<file path="src/rtl/hrc_pkg.sv">
package hrc_pkg;
  typedef enum logic [2:0] {
    ST_OPEN   = 3'd0,
    ST_LOADED = 3'd1,
    ST_SLEW   = 3'd2,
    ST_PARKED = 3'd3,
    ST_BRAKE  = 3'd4
  } hrc_state_e;
endpackage

</file>
<file path="src/rtl/hrc_watchdog.sv">
module hrc_watchdog #(
  parameter int LIMIT = 1667
) (
  input  logic clk,
  input  logic rst_n,
  input  logic run,
  input  logic tick,
  output logic expire
);
  localparam int CNT_W = (LIMIT > 1) ? $clog2(LIMIT) : 1;
  localparam logic [CNT_W-1:0] LAST = CNT_W'(LIMIT - 1);

  logic [CNT_W-1:0] cnt_q, cnt_d;
  logic             cnt_en;

  assign expire = run && tick && (cnt_q == LAST);
  assign cnt_en = !run || tick;

  always_comb begin
    cnt_d = cnt_q;
    if (!run)        cnt_d = '0;
    else if (expire) cnt_d = '0;
    else if (tick)   cnt_d = cnt_q + 1'b1;
  end

  always_ff @(posedge clk or negedge rst_n) begin
    if (!rst_n)      cnt_q <= '0;
    else if (cnt_en) cnt_q <= cnt_d;
  end

  assert_cnt_bound_R7: assert property (@(posedge clk) disable iff (!rst_n)
    cnt_q <= LAST);
  assert_cnt_idle_R7: assert property (@(posedge clk) disable iff (!rst_n)
    !run |=> (cnt_q == '0));
endmodule

</file>
<file path="src/rtl/hrc_seq_fsm.sv">
module hrc_seq_fsm
  import hrc_pkg::*;
(
  input  logic clk,
  input  logic rst_n,
  input  logic drive_ready,
  input  logic carriage_back,
  input  logic stop_req,
  input  logic spindle_stopped,
  input  logic load_req,
  input  logic expire,
  input  logic fault_latched,
  output logic access_ready,
  output logic slew_rev,
  output logic servo_en,
  output logic run_spindle,
  output logic door_unlock,
  output logic timer_run,
  output logic retract_evt,
  output logic timeout_evt,
  output logic load_evt
);
  hrc_state_e state_q, state_d;

  assign load_evt    = (state_q == ST_OPEN) && load_req;
  assign retract_evt = (state_q == ST_LOADED) && !drive_ready;
  assign timeout_evt = (state_q == ST_SLEW) && !carriage_back && expire;

  always_comb begin
    state_d = state_q;
    unique case (state_q)
      ST_OPEN:   if (load_req) state_d = ST_LOADED;
      ST_LOADED: if (!drive_ready) state_d = ST_SLEW;
      ST_SLEW:   if (carriage_back || expire) state_d = ST_PARKED;
      ST_PARKED: if (stop_req && (carriage_back || fault_latched)) state_d = ST_BRAKE;
      ST_BRAKE:  if (spindle_stopped) state_d = ST_OPEN;
      default:   state_d = ST_OPEN;
    endcase
  end

  always_ff @(posedge clk or negedge rst_n) begin
    if (!rst_n) state_q <= ST_OPEN;
    else        state_q <= state_d;
  end

  assign access_ready = (state_q == ST_LOADED);
  assign slew_rev     = (state_q == ST_SLEW);
  assign timer_run    = (state_q == ST_SLEW);
  assign servo_en     = (state_q == ST_LOADED) || (state_q == ST_SLEW);
  assign run_spindle  = servo_en || (state_q == ST_PARKED);
  assign door_unlock  = (state_q == ST_OPEN);

  assert_door_after_stop_R9: assert property (@(posedge clk) disable iff (!rst_n)
    $rose(door_unlock) |-> $past(spindle_stopped));
  assert_spindle_stop_R8: assert property (@(posedge clk) disable iff (!rst_n)
    $fell(run_spindle) |-> ($past(stop_req) && ($past(carriage_back) || $past(fault_latched))));
  assert_servo_drop_R6: assert property (@(posedge clk) disable iff (!rst_n)
    $fell(servo_en) |-> ($past(carriage_back) || $past(expire)));
  assert_access_rise_R10: assert property (@(posedge clk) disable iff (!rst_n)
    $rose(access_ready) |-> $past(load_req));
endmodule

</file>
<file path="src/rtl/hrc_status.sv">
module hrc_status (
  input  logic clk,
  input  logic rst_n,
  input  logic retract_evt,
  input  logic timeout_evt,
  input  logic load_evt,
  input  logic clear_status,
  output logic stat_retract,
  output logic stat_attn,
  output logic stat_fault
);
  logic ret_d, attn_d, flt_d;

  always_comb begin
    ret_d = stat_retract;
    if (load_evt)         ret_d = 1'b0;
    else if (retract_evt) ret_d = 1'b1;

    attn_d = stat_attn;
    if (retract_evt || timeout_evt) attn_d = 1'b1;
    else if (clear_status)          attn_d = 1'b0;

    flt_d = stat_fault;
    if (load_evt)         flt_d = 1'b0;
    else if (timeout_evt) flt_d = 1'b1;
  end

  always_ff @(posedge clk or negedge rst_n) begin
    if (!rst_n) begin
      stat_retract <= 1'b0;
      stat_attn    <= 1'b0;
      stat_fault   <= 1'b0;
    end else begin
      stat_retract <= ret_d;
      stat_attn    <= attn_d;
      stat_fault   <= flt_d;
    end
  end

  assert_retract_hold_R10: assert property (@(posedge clk) disable iff (!rst_n)
    $fell(stat_retract) |-> $past(load_evt));
  assert_attn_clear_R5: assert property (@(posedge clk) disable iff (!rst_n)
    $fell(stat_attn) |-> $past(clear_status));
  assert_fault_source_R7: assert property (@(posedge clk) disable iff (!rst_n)
    $rose(stat_fault) |-> $past(timeout_evt));
endmodule

</file>
<file path="src/rtl/hrc_cmd_gate.sv">
module hrc_cmd_gate #(
  parameter int N_CMD = 3
) (
  input  logic             enable,
  input  logic [N_CMD-1:0] req,
  output logic [N_CMD-1:0] go
);
  for (genvar i = 0; i < N_CMD; i++) begin : g_gate
    assign go[i] = req[i] & enable;
  end
endmodule

</file>
<file path="src/rtl/head_retract_ctrl.sv">
module head_retract_ctrl #(
  parameter int TIMEOUT_TICKS = 1667,
  parameter int N_CMD         = 3
) (
  input  logic             clk,
  input  logic             rst_n,
  input  logic             drive_ready,
  input  logic             carriage_back,
  input  logic             stop_req,
  input  logic             spindle_stopped,
  input  logic             clear_status,
  input  logic             tick_1ms,
  input  logic             load_req,
  input  logic [N_CMD-1:0] cmd_req,
  output logic             access_ready,
  output logic             ready_lamp,
  output logic             fault_check_en,
  output logic             slew_rev,
  output logic             servo_en,
  output logic             run_spindle,
  output logic             door_unlock,
  output logic             stat_retract,
  output logic             stat_attn,
  output logic             stat_fault,
  output logic [N_CMD-1:0] cmd_go
);
  logic [1:0] rst_sync_q;
  logic       rst_n_i;
  logic       expire, timer_run;
  logic       retract_evt, timeout_evt, load_evt;

  always_ff @(posedge clk or negedge rst_n) begin
    if (!rst_n) rst_sync_q <= 2'b00;
    else        rst_sync_q <= {rst_sync_q[0], 1'b1};
  end
  assign rst_n_i = rst_sync_q[1];

  hrc_watchdog #(.LIMIT(TIMEOUT_TICKS)) u_wdog (
    .clk(clk), .rst_n(rst_n_i), .run(timer_run), .tick(tick_1ms), .expire(expire)
  );

  hrc_seq_fsm u_fsm (
    .clk(clk), .rst_n(rst_n_i),
    .drive_ready(drive_ready), .carriage_back(carriage_back),
    .stop_req(stop_req), .spindle_stopped(spindle_stopped),
    .load_req(load_req), .expire(expire), .fault_latched(stat_fault),
    .access_ready(access_ready), .slew_rev(slew_rev), .servo_en(servo_en),
    .run_spindle(run_spindle), .door_unlock(door_unlock), .timer_run(timer_run),
    .retract_evt(retract_evt), .timeout_evt(timeout_evt), .load_evt(load_evt)
  );

  hrc_status u_stat (
    .clk(clk), .rst_n(rst_n_i),
    .retract_evt(retract_evt), .timeout_evt(timeout_evt),
    .load_evt(load_evt), .clear_status(clear_status),
    .stat_retract(stat_retract), .stat_attn(stat_attn), .stat_fault(stat_fault)
  );

  hrc_cmd_gate #(.N_CMD(N_CMD)) u_gate (
    .enable(access_ready), .req(cmd_req), .go(cmd_go)
  );

  assign ready_lamp     = access_ready;
  assign fault_check_en = access_ready;

  assert_slew_excl_R3: assert property (@(posedge clk) disable iff (!rst_n_i)
    $rose(slew_rev) |-> ($past(access_ready) && !$past(drive_ready)));
endmodule

</file>
<file path="config.mk">
export PLATFORM = sky130hd
export DESIGN_NAME = head_retract_ctrl
export DESIGN_NICKNAME = d
export VERILOG_FILES = /design/src/rtl/hrc_pkg.sv /design/src/rtl/hrc_watchdog.sv /design/src/rtl/hrc_seq_fsm.sv /design/src/rtl/hrc_status.sv /design/src/rtl/hrc_cmd_gate.sv /design/src/rtl/head_retract_ctrl.sv
export SDC_FILE = /design/constraint.sdc
export NUM_CORES = 1
export LEC_CHECK = 0
export ABC_CLOCK_PERIOD_IN_PS = 1300
export CAP_MARGIN = 10
export CORE_MARGIN = 2
export CORE_UTILIZATION = 60
export CTS_BUF_LIST = sky130_fd_sc_hd__clkbuf_8 sky130_fd_sc_hd__clkbuf_16
export CTS_CLUSTER_DIAMETER = 200
export DETAILED_ROUTE_END_ITERATION = 16
export DONT_BUFFER_PORTS = 1
export HOLD_SLACK_MARGIN = 0.05
export PLACE_DENSITY_LB_ADDON = 0.3
export SYNTH_ARGS = -nofsm -noshare
export SYNTH_HDL_FRONTEND = slang
export SYNTH_SLANG_ARGS = --single-unit
</file>
<file path="constraint.sdc">
create_clock -name clk -period 1.3 [get_ports clk]
set_clock_uncertainty 0.05 [all_clocks]
set_input_delay 0.13 -clock clk [delete_from_list [all_inputs] [get_ports clk]]
set_output_delay 0.13 -clock clk [all_outputs]
set_load 0.02 [all_outputs]
</file>
==> impl_metrics.toml, run 1 <==
[global_routing]
grt_overflow = 9
track_usage_pct = 73.7
grt_max_degree = 18

[place]
placed_cells = 165
port_buffers = 0
gp_congestion = 0.826
dp_hpwl_um = 2100
preCtsSetupSlack_ps = -558

[synthesis]
ys.flop_type = "dfrtp_1"
ys_warn_count = 0
synth_area_sq_um = 1120
ys_seq_area_share_pct = 42.6
synthTopCellsByArea = "dfrtp_1, inv_1, nor2_1"
synth.avg_cell_area_sq_um = 9.62
synth.distinct_cells = 46
synth_edf_count = 0
yosys.area.top_type = "dfrtp_1"
synth-async-reset-ratio_pct = 100
ys_ff_latch = 19
synth_top_area_share_pct = 42.6
synthCells = 116
synth_fp_nets = 130

[clock_network]
htree_levels = 1
cts_inserted_buffers = 3
clkSinkCount = 19
cts-root-buf = "clkbuf_8"
cts_buffer_depth = 2

[outcome]
status = "stopped before the end"
haltStage = "5_1_grt"
stop_error = "[ERROR GRT-0232] Routing congestion too high. Check the congestion heatmap in the GUI."

[die]
ioPinCount = 25
rows = 15
die_y_um = 47.1
dieWidth_um = 47.1
start_util_pct = 63.9

[timing]
worst_endpoint = "u_wdog.cnt_q[2]$_DFFE_PN0P_/D"
worstEpCategory = "register input"
-- synth_stat cells, types with 2 or more instances --
cell,n
a21o_1,2
a21oi_1,2
and2_1,3
and3_1,2
buf_4,2
clkbuf_1,3
dfrtp_1,19
ha_1,2
inv_1,11
nand2_1,8
nand2b_1,2
nand3_1,4
nand4_1,2
nor2_1,10
o211a_1,2
o211ai_1,3
o21ai_1,7
o221ai_1,2
or3_1,2
or4_1,2
-- cell families after synthesis --
| family | count (synthesis) | share of synthesized area, % |
|---|---|---|
| AO/OA/AOI/OAI | 29 | 21.6 |
| XOR/XNOR | 1 | 0.785 |
| adder cells (fa/ha/maj) | 2 | 2.24 |
| buffers and inverters | 19 | 7.85 |
| flip-flops | 19 | 42.6 |
| other | 1 | 0.336 |
| AND/OR/NAND/NOR | 45 | 24.6 |
-- timing repair --
item	in CTS
cloned	1
resized for setup	24
buffers inserted	5
hold endpoints to repair	6
hold buffers	6
pin swaps	10
endpoints found under the setup margin	24
-- stage by stage --
step,utilization [%],area [sq um]
after detailed placement,77.4,1350
after global placement,77.4,1350
after CTS,91.3,1590
after floorplan,-,1130
-- per-layer routing --
metal	GRT overflow	global-route usage (%)
met2	4	88.5
met1	0	72.1
met5	0	5.00
met3	0	63.5
met4	5	77.2
==> run 2: changes to the inputs <==
- CORE_AREA: default -> 2 2 63 65
- CORE_MARGIN: 2 -> default
- CORE_UTILIZATION: 60 -> default
- CTS_BUF_LIST: sky130_fd_sc_hd__clkbuf_8 sky130_fd_sc_hd__clkbuf_16 -> default
- CTS_CLUSTER_DIAMETER: 200 -> default
- DIE_AREA: default -> 0 0 65 67
- HOLD_SLACK_MARGIN: 0.05 -> default
- PLACE_DENSITY_LB_ADDON: 0.3 -> 0.15
==> impl_metrics.toml, run 2 <==
[outcome]
status = "complete, but fails checks"
violations = "negative setup slack"

[synthesis]
synth_area_sq_um = 1120
ys_warn_count = 0
synth_fp_nets = 130
ys.flop_type = "dfrtp_1"
synth_top_area_share_pct = 42.6
synthCells = 116
yosysMostFrequentCell = "dfrtp_1"
synth.avg_cell_area_sq_um = 9.62
synth_common_cells = "dfrtp_1, inv_1, nor2_1, nand2_1, o21ai_1"
synth-async-reset-ratio_pct = 100
ys_ff_latch = 19
synth.distinct_cells = 46
synth_edf_count = 0
synthTopCellsByArea = "dfrtp_1, inv_1, nor2_1"
ys_seq_area_share_pct = 42.6
yosys.area.top_type = "dfrtp_1"

[setup_path]
cp_max_fo = 3
crit_buf_inv = 0
r2r_slack_ps = -560
crit_family = "simple AND/OR/NAND/NOR gates"
cp_slowest_stage_delay_ps = 570
critPathKind = "flop to flop"
critPathSlowestCell = "or4b_4"
crit_path_start_kind = "flop"
crit_chain = "or4b_4 > or4_4 > o211a_1 > o32ai_2"
critPathRequiredTime_ps = 1430
arrival_ps = 1980
rr_worst_depth = 4
end_kind = "flop"
r2r-end = "u_fsm.state_q[0]$_DFFE_PN0P_"
r2r-start = "u_wdog.cnt_q[6]$_DFFE_PN0P_"

[final_layout]
mostFrequentLayoutCells = "buf_4, dfrtp_1, buf_6"
drive_gt1_share_pct = 48.2
layout.nets = 179
reg_top3 = "u_wdog.cnt_q (11), u_fsm.state_q (3), rst_sync_q (2)"
fillers = 330
diodes = 0
max_flop_register = "u_wdog.cnt_q"
area_growth_pct = 58.0
largest_reg_flops = 11
final_common_cell = "buf_4"
finalCoreUtilization_pct = 48.9
stdcell_count = 212

[route]
drc_errors = 0
wire_per_inst_um = 14.7
viasPerCell = 5.03
first_pass_iters = 4
vias = 1067
antenna_left = 0
routed_wl_um = 3110
drt_iter0_drc = 35

[timing]
worst_slack_ps = -555
rsz0062_at_grt = "yes"
drv_slew = 0
period_minus_slack_ps = 1860
final.setup.tns_ps = -8830
fin_hold_ws_ps = 25.6
finalSetupViolations = 25
fin_crit_sh_pct = 143
fmaxAchievable_mhz = 539
finalHoldViolations = 0

[die]
die_y_um = 67
start_util_pct = 31.0
rows = 22
ioPinCount = 25
dieWidth_um = 65
coreArea_sq_um = 3610
dieArea_sq_um = 4360

[power_and_ir_drop]
peakVddDrop_v = 0.000609
swShare_pct = 39.9
p_seq_share_pct = 24.5
power.clock.fraction_pct = 13.9
p_int_mw = 1.91
power_switching_mw = 1.27
comb_power_share_pct = 61.6
powerDensity_nw_per_um2 = 1810
p_leak_nw = 0.830

[clock_network]
cts-root-buf = "clkbuf_8"
clk_pin_slew_worst_paths_ps = 70
clkSinkCount = 19
htree_levels = 1
cts_tree = "built"
cts_buffer_depth = 2
cts_inserted_buffers = 3
insertion_delay_ps = 270

[global_routing]
grt_pass1_vias = 1021
antenna_found_initial = 0
track_usage_pct = 14.7
grt_pass1_wl_um = 4750
grt_max_degree = 18
grt_overflow = 0

[flow_run]
cap_violations = 0

[place]
preCtsSetupSlack_ps = -546
gp_congestion = 0.787
dp_hpwl_um = 1980
placed_cells = 191
port_buffers = 0

[worst_hold_path]
hp-class = "input pin to asynchronous set/reset pin"
-- run 2: cell counts after synthesis --
Identical to the previous run, type by type.
-- run 2: how the worst max path moves through the flow --
stage	cells past startpoint	slack, ps	endpoint	start
after floorplan	5	-570	u_fsm.state_q[0]$_DFFE_PN0P_	u_wdog.cnt_q[5]$_DFFE_PN0P_
after global placement	4	-490	u_fsm.state_q[0]$_DFFE_PN0P_	u_wdog.cnt_q[5]$_DFFE_PN0P_
after detailed placement	4	-550	u_fsm.state_q[0]$_DFFE_PN0P_	u_wdog.cnt_q[8]$_DFFE_PN0P_
after CTS	4	-550	u_fsm.state_q[0]$_DFFE_PN0P_	u_wdog.cnt_q[8]$_DFFE_PN0P_
after global routing	4	-620	u_fsm.state_q[0]$_DFFE_PN0P_	u_wdog.cnt_q[6]$_DFFE_PN0P_
final	4	-560	u_fsm.state_q[0]$_DFFE_PN0P_	u_wdog.cnt_q[6]$_DFFE_PN0P_
-- run 2: final cells by class --
type	instances	area [sq um]	share of cell area, %
clock buffer	4	45.0	2.56
inverter	12	47.5	2.70
multi-input combinational	78	667	37.8
sequential	19	475	27.0
tap	48	60.1	3.41
timing repair buffer	51	468	26.5
-- run 2: metrics by stage --
step / total power, mW / instance area [sq um]
5_1_grt: 3.36 / 1760
3_5_place_dp: 2.02 / 1400
2_1_floorplan: 1.60 / 1130
3_3_place_gp: 2.01 / 1400
6_report: 3.19 / 1760
4_1_cts: 2.77 / 1610
-- run 2: metal layers --
metal | part of all wire [%] | track usage [%] | vias to the layer above
li1 | - | - | 516
met1 | 45 | 18.8 | 514
met2 | 48 | 23.2 | 30
met3 | 3.9 | 2.03 | 7
met4 | 3.1 | 9.57 | 0
met5 | 0 | 0 | -
-- run 2: timing repair --
| item | CTS | global route |
|---|---|---|
| hold buffers | 4 | 0 |
| endpoints found under the hold margin | 5 | 0 |
| endpoints found under the setup margin | 24 | 25 |
| pin swaps | 5 | 14 |
| resized for setup | 20 | 26 |
| gates cloned | 0 | 1 |
| setup buffers | 6 | 8 |
-- run 2: kinds of logic (layout without fill, tap and decap cells) --
logic type	count (synthesis)	count (layout)	synth area share [%]
other cells	1	1	0.336
fa+ha+maj	2	2	2.24
flops	19	19	42.6
xor+xnor	1	1	0.785
buf+inv	19	67	7.85
compound gates	29	29	21.6
simple gates	45	45	24.6
-- run 2: power by group through the flow --
stage	Combinational [mW]	Clock (mW)	Sequential (mW)
2_1_floorplan	0.833	0	0.767
3_3_place_gp	1.23	0	0.780
3_5_place_dp	1.24	0	0.777
4_1_cts	1.54	0.461	0.773
5_1_grt	2.08	0.487	0.789
6_report	1.97	0.443	0.780
-- run 2: worst register-to-register path: cells and delay by family, from the launching register on --
| kind | cells | cell delay (ps) |
|---|---|---|
| simple gates | 2 | 1010 |
| compound gates | 2 | 320 |
| flops | 1 | 390 |
(Power assumes the default switching activity.)
==> run 3: changes to the inputs <==
- CTS_BUF_LIST: default -> sky130_fd_sc_hd__clkbuf_2
- SETUP_SLACK_MARGIN: default -> 0.4
==> impl_metrics.toml, run 3 (synthesis gave the netlist of run 2 again) <==
[flow_run]
cap_violations = 0

[global_routing]
grt_max_degree = 12
grt_overflow = 0
track_usage_pct = 14.2
grt_pass1_wl_um = 4670
grt_pass1_vias = 1020
antenna_found_initial = 0

[clock_network]
cts_inserted_buffers = 3
insertion_delay_ps = 330
clkSinkCount = 19
htree_levels = 1
cts_tree = "built"
clk_pin_slew_worst_paths_ps = 200
hold_buffers = 9
cts-root-buf = "clkbuf_2"
cts_buffer_depth = 2

[power_and_ir_drop]
comb_power_share_pct = 65.3
p_leak_nw = 0.817
p_int_mw = 1.79
swShare_pct = 40.8
peakVddDrop_v = 0.000588
powerDensity_nw_per_um2 = 1690
power_switching_mw = 1.23
power.clock.fraction_pct = 8.5
p_seq_share_pct = 26.1
p_total_mw = 3.03

[route]
vias = 1073
antenna_left = 0
first_pass_iters = 5
wl_met1_um = 1240
wire_per_inst_um = 13.8
routed_wl_um = 2990
maxUsedRoutingLayer = "met4"
viasPerCell = 4.97
drt_iter0_drc = 22
drc_errors = 0
met2WireLength_um = 1610
routed-wl-met3_um = 109

[place]
placed_area_sq_um = 1420
port_buffers = 0
placed_cells = 190
dp_hpwl_um = 2130
gp_congestion = 0.755

[timing]
final.setup.tns_ps = -9760
fin_crit_sh_pct = 142
finalHoldViolations = 2
fin_hold_ws_ps = -54.5
drv_slew = 0
worst_slack_ps = -548
period_minus_slack_ps = 1850
rsz0062_at_grt = "yes"
fmaxAchievable_mhz = 541
finalSetupViolations = 26

[setup_path]
arrival_ps = 2060
cp_max_fo = 3
critPathRequiredTime_ps = 1510
end_kind = "flop"
crit_path_start_kind = "flop"
cp-startpoint = "u_wdog.cnt_q[8]$_DFFE_PN0P_"
critPathKind = "flop to flop"
r2r-start = "u_wdog.cnt_q[8]$_DFFE_PN0P_"

[die]
dieArea_sq_um = 4360
start_util_pct = 31.0
coreArea_sq_um = 3610
dieWidth_um = 65
ioPinCount = 25
die_y_um = 67
rows = 22

[final_layout]
area_growth_pct = 60.5
drive_gt1_share_pct = 50.0
reg_top3 = "u_wdog.cnt_q (11), u_fsm.state_q (3), rst_sync_q (2)"
max_flop_register = "u_wdog.cnt_q"
stdcell_count = 216
largest_reg_flops = 11
final_common_cell = "buf_4"
finalCoreUtilization_pct = 49.7
mostFrequentLayoutCells = "buf_4, buf_6, dfrtp_1"
diodes = 0
design_area_sq_um = 1790
layout.nets = 183

[outcome]
violations = "negative hold slack, negative setup slack"
status = "complete, but fails checks"

[worst_hold_path]
hp-class = "input pin to flop"
min_from = "drive_ready"
==> run 3: cell count changes in the layout (fill, tap and decap cells not counted), sizes merged <==
cell / delta
dlygate4sd3: +5
buf: -1
clkbuf: -1
clkinv: +1
==> run 3: timing repair <==
item,CTS,global route
endpoints found under the hold margin,8,2
pin swaps,9,7
resized for setup,30,12
endpoints found under the setup margin,30,30
setup buffers,5,8
==> run 3: layout make-up <==
class                           count  area, sq um
Fill cell                         328         1810
Multi-Input combinational cell     78          672
Timing Repair Buffer               55          508
Sequential cell                    19          482
Tap cell                           48         60.1
Inverter                           12         50.0
Clock buffer                        3         15.0
Clock inverter                      1         5.00
==> run 3: final timing paths <==
| path | endpoint | slack, ps | depth (start not counted) |
|---|---|---|---|
| worst max-delay path | u_fsm.state_q[0]$_DFFE_PN0P_ | -550 | 4 |
| worst min-delay path | u_fsm.state_q[0]$_DFFE_PN0P_ | -50 | 2 |
| worst max register to register | u_fsm.state_q[0]$_DFFE_PN0P_ | -550 | 4 |
| worst min register to register | u_fsm.state_q[2]$_DFFE_PN0P_ | 120 | 0 |
| max in group asynchronous | u_wdog.cnt_q[2]$_DFFE_PN0P_ | 570 | 1 |
| min in group asynchronous | u_fsm.state_q[2]$_DFFE_PN0P_ | 120 | 0 |
==> run 3: worst max-delay path, cell delays in order, from the launching register on <==
cell     delay [ps]
dfrtp_1         430
or4b_4          560
or4_4           430
o211a_1         230
o32ai_2          80
==> run 3: power groups by stage <==
stage | Clock, mW | Sequential (mW) | Combinational [mW]
floorplan | 0 | 0.775 | 0.982
global placement | 0 | 0.781 | 1.27
detailed placement | 0 | 0.783 | 1.28
CTS | 0.281 | 0.790 | 1.65
global route | 0.308 | 0.799 | 2.11
finish | 0.259 | 0.792 | 1.98
==> run 3: per-stage QoR <==
step                      setup WS [ps]  hold WS (ps)
final                              -548         -54.5
after global routing               -601         -88.1
after CTS                          -562          1.50
after detailed placement           -520          -216
after global placement             -493          -216
after floorplan                    -570          -216
==> run 3: metal layers <==
metal	vias up	track usage (%)
met2	23	26.7
met5	-	0
met4	0	3.19
li1	519	-
met3	4	3.04
met1	527	16.4
